[config.mk]
export PLATFORM = sky130hd
export DESIGN_NAME = dma_io_channel
export DESIGN_NICKNAME = d
export VERILOG_FILES = /design/src/rtl/dma_io_pkg.sv /design/src/rtl/dma_io_regs.sv /design/src/rtl/dma_io_addr.sv /design/src/rtl/dma_io_seq.sv /design/src/rtl/dma_io_channel.sv
export SDC_FILE = /design/constraint.sdc
export NUM_CORES = 1
export LEC_CHECK = 0
export BUFFER_PORTS_ARGS = -buffer_cell sky130_fd_sc_hd__buf_4
export CAP_MARGIN = 20
export CORE_UTILIZATION = 55
export CTS_CLUSTER_DIAMETER = 40
export DETAILED_ROUTE_END_ITERATION = 10
export PLACE_DENSITY = 0.93
export SYNTH_ARGS = -nofsm -noshare
export SYNTH_HDL_FRONTEND = slang
export SYNTH_SLANG_ARGS = --single-unit
[constraint.sdc]
create_clock -name clk -period 7.55 [get_ports clk]
set_clock_uncertainty 0.15 [all_clocks]
set_input_delay 0.755 -clock clk [delete_from_list [all_inputs] [get_ports clk]]
set_output_delay 0.755 -clock clk [all_outputs]
set_load 0.01 [all_outputs]
[src/rtl/dma_io_pkg.sv]
package dma_io_pkg;

  typedef enum logic [1:0] {
    ST_IDLE  = 2'd0,
    ST_READ  = 2'd1,
    ST_WRITE = 2'd2
  } seq_state_e;

  // bit 0 enable, bit 1 word size, bit 2 step down
  typedef struct packed {
    logic dec;
    logic word;
    logic en;
  } ctl_t;

endpackage

[src/rtl/dma_io_regs.sv]
module dma_io_regs
  import dma_io_pkg::*;
#(
  parameter int ADDR_W = 24,
  parameter int IO_W   = 8,
  parameter int CNT_W  = 16
) (
  input  logic              clk,
  input  logic              rst_n,
  input  logic              mar_we_i,
  input  logic [ADDR_W-1:0] mar_wd_i,
  input  logic              io_we_i,
  input  logic [IO_W-1:0]   io_wd_i,
  input  logic              cnt_we_i,
  input  logic [CNT_W-1:0]  cnt_wd_i,
  input  logic              ctl_we_i,
  input  ctl_t              ctl_wd_i,
  input  logic              step_i,
  input  logic [ADDR_W-1:0] mar_next_i,
  output logic [ADDR_W-1:0] mar_q_o,
  output logic [IO_W-1:0]   io_q_o,
  output logic [CNT_W-1:0]  cnt_q_o,
  output ctl_t              ctl_q_o,
  output logic              last_o
);

  localparam logic [CNT_W-1:0] CNT_ONE = CNT_W'(1);

  logic [ADDR_W-1:0] mar_d, mar_q;
  logic [IO_W-1:0]   io_q;
  logic [CNT_W-1:0]  cnt_d, cnt_q;
  ctl_t              ctl_d, ctl_q;
  logic              mar_ce, cnt_ce, ctl_ce, last;

  assign last = (cnt_q == CNT_ONE);

  // Transfer updates take priority over software writes in the same cycle.
  always_comb begin
    mar_d  = mar_wd_i;
    mar_ce = mar_we_i | step_i;
    if (step_i) mar_d = mar_next_i;

    cnt_d  = cnt_wd_i;
    cnt_ce = cnt_we_i | step_i;
    if (step_i) cnt_d = cnt_q - CNT_ONE;

    ctl_d  = ctl_we_i ? ctl_wd_i : ctl_q;
    ctl_ce = ctl_we_i | (step_i & last);
    if (step_i && last) ctl_d.en = 1'b0;
  end

  always_ff @(posedge clk or negedge rst_n) begin
    if (!rst_n) begin
      mar_q <= '0;
      io_q  <= '0;
      cnt_q <= '0;
      ctl_q <= '0;
    end else begin
      if (mar_ce)   mar_q <= mar_d;
      if (io_we_i)  io_q  <= io_wd_i;
      if (cnt_ce)   cnt_q <= cnt_d;
      if (ctl_ce)   ctl_q <= ctl_d;
    end
  end

  assign mar_q_o = mar_q;
  assign io_q_o  = io_q;
  assign cnt_q_o = cnt_q;
  assign ctl_q_o = ctl_q;
  assign last_o  = last;

endmodule

[src/rtl/dma_io_addr.sv]
module dma_io_addr #(
  parameter int ADDR_W = 24,
  parameter int IO_W   = 8
) (
  input  logic [ADDR_W-1:0] mar_i,
  input  logic [IO_W-1:0]   io_i,
  input  logic              word_i,
  input  logic              dec_i,
  input  logic              from_io_i,
  output logic [ADDR_W-1:0] mar_next_o,
  output logic [ADDR_W-1:0] src_o,
  output logic [ADDR_W-1:0] dst_o
);

  localparam int PAD_W = ADDR_W - IO_W;

  logic [ADDR_W-1:0] step, io_full, mem_a, io_a;

  generate
    if (PAD_W > 0) begin : g_pad
      assign io_full = {{PAD_W{1'b1}}, io_i};
    end else begin : g_nopad
      assign io_full = io_i[ADDR_W-1:0];
    end
  endgenerate

  always_comb begin
    step       = word_i ? ADDR_W'(2) : ADDR_W'(1);
    mar_next_o = dec_i ? (mar_i - step) : (mar_i + step);
    mem_a      = mar_i;
    io_a       = io_full;
    if (word_i) begin
      mem_a[0] = 1'b0;
      io_a[0]  = 1'b0;
    end
    src_o = from_io_i ? io_a  : mem_a;
    dst_o = from_io_i ? mem_a : io_a;
  end

endmodule

[src/rtl/dma_io_seq.sv]
module dma_io_seq
  import dma_io_pkg::*;
#(
  parameter int ADDR_W = 24,
  parameter int DATA_W = 16,
  parameter int SRC_W  = 3,
  parameter int RX_SRC = 2
) (
  input  logic              clk,
  input  logic              rst_n,
  input  logic              en_i,
  input  logic              word_i,
  input  logic              cnt_nz_i,
  input  logic              last_i,
  input  logic              req_i,
  input  logic [SRC_W-1:0]  src_id_i,
  input  logic [ADDR_W-1:0] src_addr_i,
  input  logic [ADDR_W-1:0] dst_addr_i,
  input  logic [DATA_W-1:0] rdata_i,
  input  logic              rdy_i,
  output logic              from_io_o,
  output logic              step_o,
  output logic              bus_req_o,
  output logic              bus_we_o,
  output logic [ADDR_W-1:0] bus_addr_o,
  output logic [DATA_W-1:0] bus_wdata_o,
  output logic              irq_o
);

  localparam logic [SRC_W-1:0] RX_ID = SRC_W'(RX_SRC);
  localparam int HI_W = DATA_W - 8;

  seq_state_e        state_d, state_q;
  logic              dir_d, dir_q, dir_ce;
  logic [DATA_W-1:0] data_d, data_q;
  logic              data_ce, irq_d, irq_q, accept, step;

  always_comb begin
    accept  = (state_q == ST_IDLE) & en_i & cnt_nz_i & req_i;
    step    = (state_q == ST_WRITE) & rdy_i;
    state_d = state_q;
    unique case (state_q)
      ST_IDLE:  if (accept) state_d = ST_READ;
      ST_READ:  if (rdy_i)  state_d = ST_WRITE;
      ST_WRITE: if (rdy_i)  state_d = ST_IDLE;
      default:  state_d = ST_IDLE;
    endcase
    dir_ce  = accept;
    dir_d   = (src_id_i == RX_ID);
    data_ce = (state_q == ST_READ) & rdy_i;
    data_d  = word_i ? rdata_i : {{HI_W{1'b0}}, rdata_i[7:0]};
    irq_d   = step & last_i;
  end

  always_ff @(posedge clk or negedge rst_n) begin
    if (!rst_n) begin
      state_q <= ST_IDLE;
      dir_q   <= 1'b0;
      data_q  <= '0;
      irq_q   <= 1'b0;
    end else begin
      state_q <= state_d;
      irq_q   <= irq_d;
      if (dir_ce)  dir_q  <= dir_d;
      if (data_ce) data_q <= data_d;
    end
  end

  assign from_io_o   = dir_q;
  assign step_o      = step;
  assign bus_req_o   = (state_q != ST_IDLE);
  assign bus_we_o    = (state_q == ST_WRITE);
  assign bus_addr_o  = (state_q == ST_WRITE) ? dst_addr_i : src_addr_i;
  assign bus_wdata_o = data_q;
  assign irq_o       = irq_q;

endmodule

[src/rtl/dma_io_channel.sv]
module dma_io_channel
  import dma_io_pkg::*;
#(
  parameter int ADDR_W = 24,
  parameter int IO_W   = 8,
  parameter int CNT_W  = 16,
  parameter int DATA_W = 16,
  parameter int SRC_W  = 3,
  parameter int RX_SRC = 2
) (
  input  logic              clk,
  input  logic              rst_n,
  input  logic              mar_we_i,
  input  logic [ADDR_W-1:0] mar_wd_i,
  input  logic              io_we_i,
  input  logic [IO_W-1:0]   io_wd_i,
  input  logic              cnt_we_i,
  input  logic [CNT_W-1:0]  cnt_wd_i,
  input  logic              ctl_we_i,
  input  logic [2:0]        ctl_wd_i,
  input  logic              req_i,
  input  logic [SRC_W-1:0]  req_src_i,
  output logic              bus_req_o,
  output logic              bus_we_o,
  output logic [ADDR_W-1:0] bus_addr_o,
  output logic              bus_word_o,
  output logic [DATA_W-1:0] bus_wdata_o,
  input  logic [DATA_W-1:0] bus_rdata_i,
  input  logic              bus_rdy_i,
  output logic [ADDR_W-1:0] mar_o,
  output logic [CNT_W-1:0]  cnt_o,
  output logic              en_o,
  output logic              end_irq_o
);

  logic [ADDR_W-1:0] mar_q, mar_next, src_a, dst_a;
  logic [IO_W-1:0]   io_q;
  logic [CNT_W-1:0]  cnt_q;
  ctl_t              ctl_q;
  logic              last, step, from_io;

  dma_io_regs #(.ADDR_W(ADDR_W), .IO_W(IO_W), .CNT_W(CNT_W)) u_regs (
    .clk        (clk),
    .rst_n      (rst_n),
    .mar_we_i   (mar_we_i),
    .mar_wd_i   (mar_wd_i),
    .io_we_i    (io_we_i),
    .io_wd_i    (io_wd_i),
    .cnt_we_i   (cnt_we_i),
    .cnt_wd_i   (cnt_wd_i),
    .ctl_we_i   (ctl_we_i),
    .ctl_wd_i   (ctl_t'(ctl_wd_i)),
    .step_i     (step),
    .mar_next_i (mar_next),
    .mar_q_o    (mar_q),
    .io_q_o     (io_q),
    .cnt_q_o    (cnt_q),
    .ctl_q_o    (ctl_q),
    .last_o     (last)
  );

  dma_io_addr #(.ADDR_W(ADDR_W), .IO_W(IO_W)) u_addr (
    .mar_i      (mar_q),
    .io_i       (io_q),
    .word_i     (ctl_q.word),
    .dec_i      (ctl_q.dec),
    .from_io_i  (from_io),
    .mar_next_o (mar_next),
    .src_o      (src_a),
    .dst_o      (dst_a)
  );

  dma_io_seq #(
    .ADDR_W(ADDR_W), .DATA_W(DATA_W), .SRC_W(SRC_W), .RX_SRC(RX_SRC)
  ) u_seq (
    .clk         (clk),
    .rst_n       (rst_n),
    .en_i        (ctl_q.en),
    .word_i      (ctl_q.word),
    .cnt_nz_i    (cnt_q != '0),
    .last_i      (last),
    .req_i       (req_i),
    .src_id_i    (req_src_i),
    .src_addr_i  (src_a),
    .dst_addr_i  (dst_a),
    .rdata_i     (bus_rdata_i),
    .rdy_i       (bus_rdy_i),
    .from_io_o   (from_io),
    .step_o      (step),
    .bus_req_o   (bus_req_o),
    .bus_we_o    (bus_we_o),
    .bus_addr_o  (bus_addr_o),
    .bus_wdata_o (bus_wdata_o),
    .irq_o       (end_irq_o)
  );

  assign bus_word_o = ctl_q.word;
  assign mar_o      = mar_q;
  assign cnt_o      = cnt_q;
  assign en_o       = ctl_q.en;

endmodule

==> impl_metrics.toml <==
[timing]
min_period_over_period_pct = 46.06
clock.fmax_ghz = 0.2876
max_slew.worst_pin.slew_ns = 0.9990
final_critical_delay_including_setup_and_external_delays_ns = 3.478
slew_violations = 0
max-slew-margin-rel_pct = 33.24
setup_violations = 0
timing.final.hold_violations = 0
tns_ns = 0
grt_setup_unrepaired = "no"

[worst_setup_path]
worst_r2r_startpoint = "u_regs.ctl_q_o[2]$_DFFE_PN0P_"
crit_slowest_cell = "dfrtp_1"
reg2reg_path_depth = 9
setup.worst_path.end = "u_regs.mar_q_o[16]$_DFFE_PN0P_"
cpLargestDelayFamily = "compound AO/OA/AOI/OAI gates"
critical_path_required_ns = 7.61
r2r_slack_ns = 4.07
critical_path.reg2reg.endpoint = "u_regs.mar_q_o[16]$_DFFE_PN0P_"
cp.depth = 9
setup_crit_path_kind = "flop to flop"
crit_path_end_kind = "flop"
worst_setup_path_start_kind = "flop"
arrival_ns = 3.54
worst_path_largest_cell_delay_ns = 0.76
cp-startpoint = "u_regs.ctl_q_o[2]$_DFFE_PN0P_"
critical_path_fanouts_max = 24
cp.buffers_inverters = 0
crit_chain = "nor2b_1, fa_1, a21o_1, a311oi_2, o31ai_1, o31a_1, a21oi_1, xor2_1, o21ai_1"

[synth]
synthCells = 500
yosysWarningCount = 0
synth-adder-area-share_pct = 7.482
synth_area_leader_cell = "dfrtp_1"
ys_dominant_reg_cell = "dfrtp_1"
synthDominantCellAreaShare_pct = 38.49
synth.area.mux_share_pct = 10.82
postSynthNetCount = 605
yosys_register_bits = 71
synth.top_cells.by_area = "dfrtp_1 38%, mux2_2 7.6%, ha_1 7.0%, nand2_1 5.7%, o21ai_0 4.3%"
synth_area_sq_mm = 0.004616
async_reset_ff_share_pct = 100.0
yosys.area_share.simple_pct = 17.10
main_combinational_cell_family_by_area_after_synthesis = "compound AO/OA/AOI/OAI gates"
count_of_unique_library_cells_instantiated_by_yosys = 54
synthXorXnorAreaFrac_pct = 4.364
synth-edff-count = 0
synth_seq_area_share_pct = 38.49
syn-mean-instance-area_sq_um = 9.231
fraction_of_the_mapped_netlist_area_in_compound_gates_pct = 19.08

[global_route]
grt_util_all_layers_pct = 29.18
overflow = 0
global_route_wire_length_before_repair_mm = 20.13
number_of_global_route_vias_before_repair = 4309
grt_start_max_net_pins = 72
initial_antenna_violation_count = 0

[clock_tree]
cts_post_setup_buffers_inserted = 0
clock_sinks = 71
clock_tree_root = "clkbuf_8"
clk_transition_reported_paths_ns = 0.09
number_of_buffers_created_by_cts = 9
cts_resized = 0
tritoncts = "done"
postCtsHoldBufs = 0
clock_path_buffers = 2
h-tree-depth = 3
clk-insertion-delay-late_ns = 0.36

[die]
core-area_sq_mm = 0.008175
die_y_um = 93.61
ios = 163
die_area_sq_mm = 0.008763
die_w_um = 93.61
core.rowCount = 33
start_util_pct = 56.46

[final_layout]
synthToLayoutAreaGrowth_pct = 31.99
nNetsFinal = 759
layout_common_cells = "164 x buf_4, 71 x dfrtp_1, 70 x nand2_1"
post_layout_instance_area_sq_mm = 0.006092
multiInputGateArea_sq_mm = 0.002724
fillerInstances = 576
insertedDiodeCount = 0
layout.area.seq_sq_mm = 0.001777
final_layout_size_suffix_gt1_share_pct = 33.54
layout_commonest_cell = "buf_4"

[power]
irDropWorstVdd_mv = 0.1872
leakagePower_uw = 0.002909
power_density_mw_per_mm2 = 311.4

[detailed_routing]
drt_pass1_iterations = 6
dr_total_vias = 4555
drt_total_wl_mm = 12.68
drt_drc_violations_left = 0
antenna_left = 0
avgViaCountPerCell = 5.962
iteration_0_drc_markers = 277
routedWlPerCell_um = 16.60

[placement]
hpwl_mm = 9.252
detailed_place.area_sq_mm = 0.005904
finalWeightedCongestion = 0.9499
place.port_buffers = 162

[worst_hold_path]
min_delay_worst_type = "flop to flop"
worstHoldPathCells = 2

[job]
max-cap-violations = 0

[run_status]
result_of_the_run = "complete, no violations"
how the worst min path moves through the flow:
stage / from / slack [ns] / end
3_3_place_gp: u_seq.bus_wdata_o[12]$_DFFE_PN0P_ / 0.32 / u_seq.bus_wdata_o[12]$_DFFE_PN0P_
3_5_place_dp: u_seq.bus_wdata_o[14]$_DFFE_PN0P_ / 0.33 / u_seq.bus_wdata_o[14]$_DFFE_PN0P_
6_report: u_seq.bus_wdata_o[14]$_DFFE_PN0P_ / 0.35 / u_seq.bus_wdata_o[14]$_DFFE_PN0P_
2_1_floorplan: rst_n / 0.31 / u_regs.cnt_q_o[0]$_DFFE_PN0P_
4_1_cts: u_seq.bus_wdata_o[14]$_DFFE_PN0P_ / 0.35 / u_seq.bus_wdata_o[14]$_DFFE_PN0P_
5_1_grt: u_seq.bus_wdata_o[14]$_DFFE_PN0P_ / 0.38 / u_seq.bus_wdata_o[14]$_DFFE_PN0P_
routing by layer:
metal	up-vias	track usage (%)	share of wire, %
met4	0	13.59	3.1
li1	2108	-	-
met5	-	0	0
met2	229	49.14	49
met3	40	4.228	6.3
met1	2178	36.96	42
worst min-delay path: cells and delay by family, from the launching register on:
| family | cells | cell delay, ns |
|---|---|---|
| AOI/OAI and AO/OA | 1 | 0.07 |
| DFF | 1 | 0.35 |
| and+or+nand+nor | 1 | 0.04 |
where the power goes:
group / internal (uW) / total [uW] / leakage (uW) / switching [uW]
Combinational: 497 / 1020 / 0.00196 / 523
Sequential: 480 / 580 / 0.000855 / 100
Clock: 127 / 296 / 0.0000903 / 169
cell usage after synthesis, types with 4 or more instances:
cell type and number:
nand3_1 8, nor3_1 8, xnor2_1 11, nor2_1 28, a221o_1 4, a21o_1 7, dfrtp_1 71, mux2_2 31
o211ai_1 5, a31oi_1 5, a21oi_1 35, nor2b_1 5, o21ai_1 5, nand2b_1 20, nand2_1 70, a211oi_1 7
clkbuf_1 17, o21ai_0 40, ha_1 26, xor2_1 12, o21bai_1 6, and2_1 7, mux2i_1 15, inv_1 11
flip-flops by register name, summed over array words and instances, names as in the netlist:
signal             count
u_seq.from_io_o        1
u_regs.mar_q_o        24
u_regs.io_q_o          8
u_seq.state_q          2
u_seq.irq_o            1
u_regs.ctl_q_o         3
u_seq.bus_wdata_o     16
u_regs.cnt_q_o        16
cells by family (layout without fill, tap and decap cells):
logic type	count (synthesis)	count (layout)
flip-flops	71	71
adder cells (fa/ha/maj)	27	27
multiplexers	46	46
AO/OA/AOI/OAI	137	137
buffers and inverters	32	191
AND/OR/NAND/NOR	164	164
XOR/XNOR	23	23
cell type report:
class / instances / share of cell area [%]
Clock buffer: 9 / 2.033
Clock inverter: 7 / 1.047
Inverter: 11 / 0.6778
Multi-Input combinational cell: 397 / 44.71
Sequential cell: 71 / 29.16
Tap cell: 105 / 2.157
Timing Repair Buffer: 164 / 20.21
stage by stage:
step | hold slack [ns] | utilization [%] | total power (uW) | std cells | setup slack, ns
floorplan | 0.3094 | - | 1174 | 500 | 4.582
global placement | 0.3169 | 72.22 | 1541 | 748 | 4.276
detailed placement | 0.3303 | 72.22 | 1592 | 748 | 4.168
CTS | 0.3488 | 74.52 | 1891 | 764 | 4.158
global route | 0.3750 | 74.52 | 2023 | 764 | 3.893
finish | 0.3454 | 74.52 | 1897 | 764 | 4.072
Note: power is estimated with default switching activity, not from simulation.
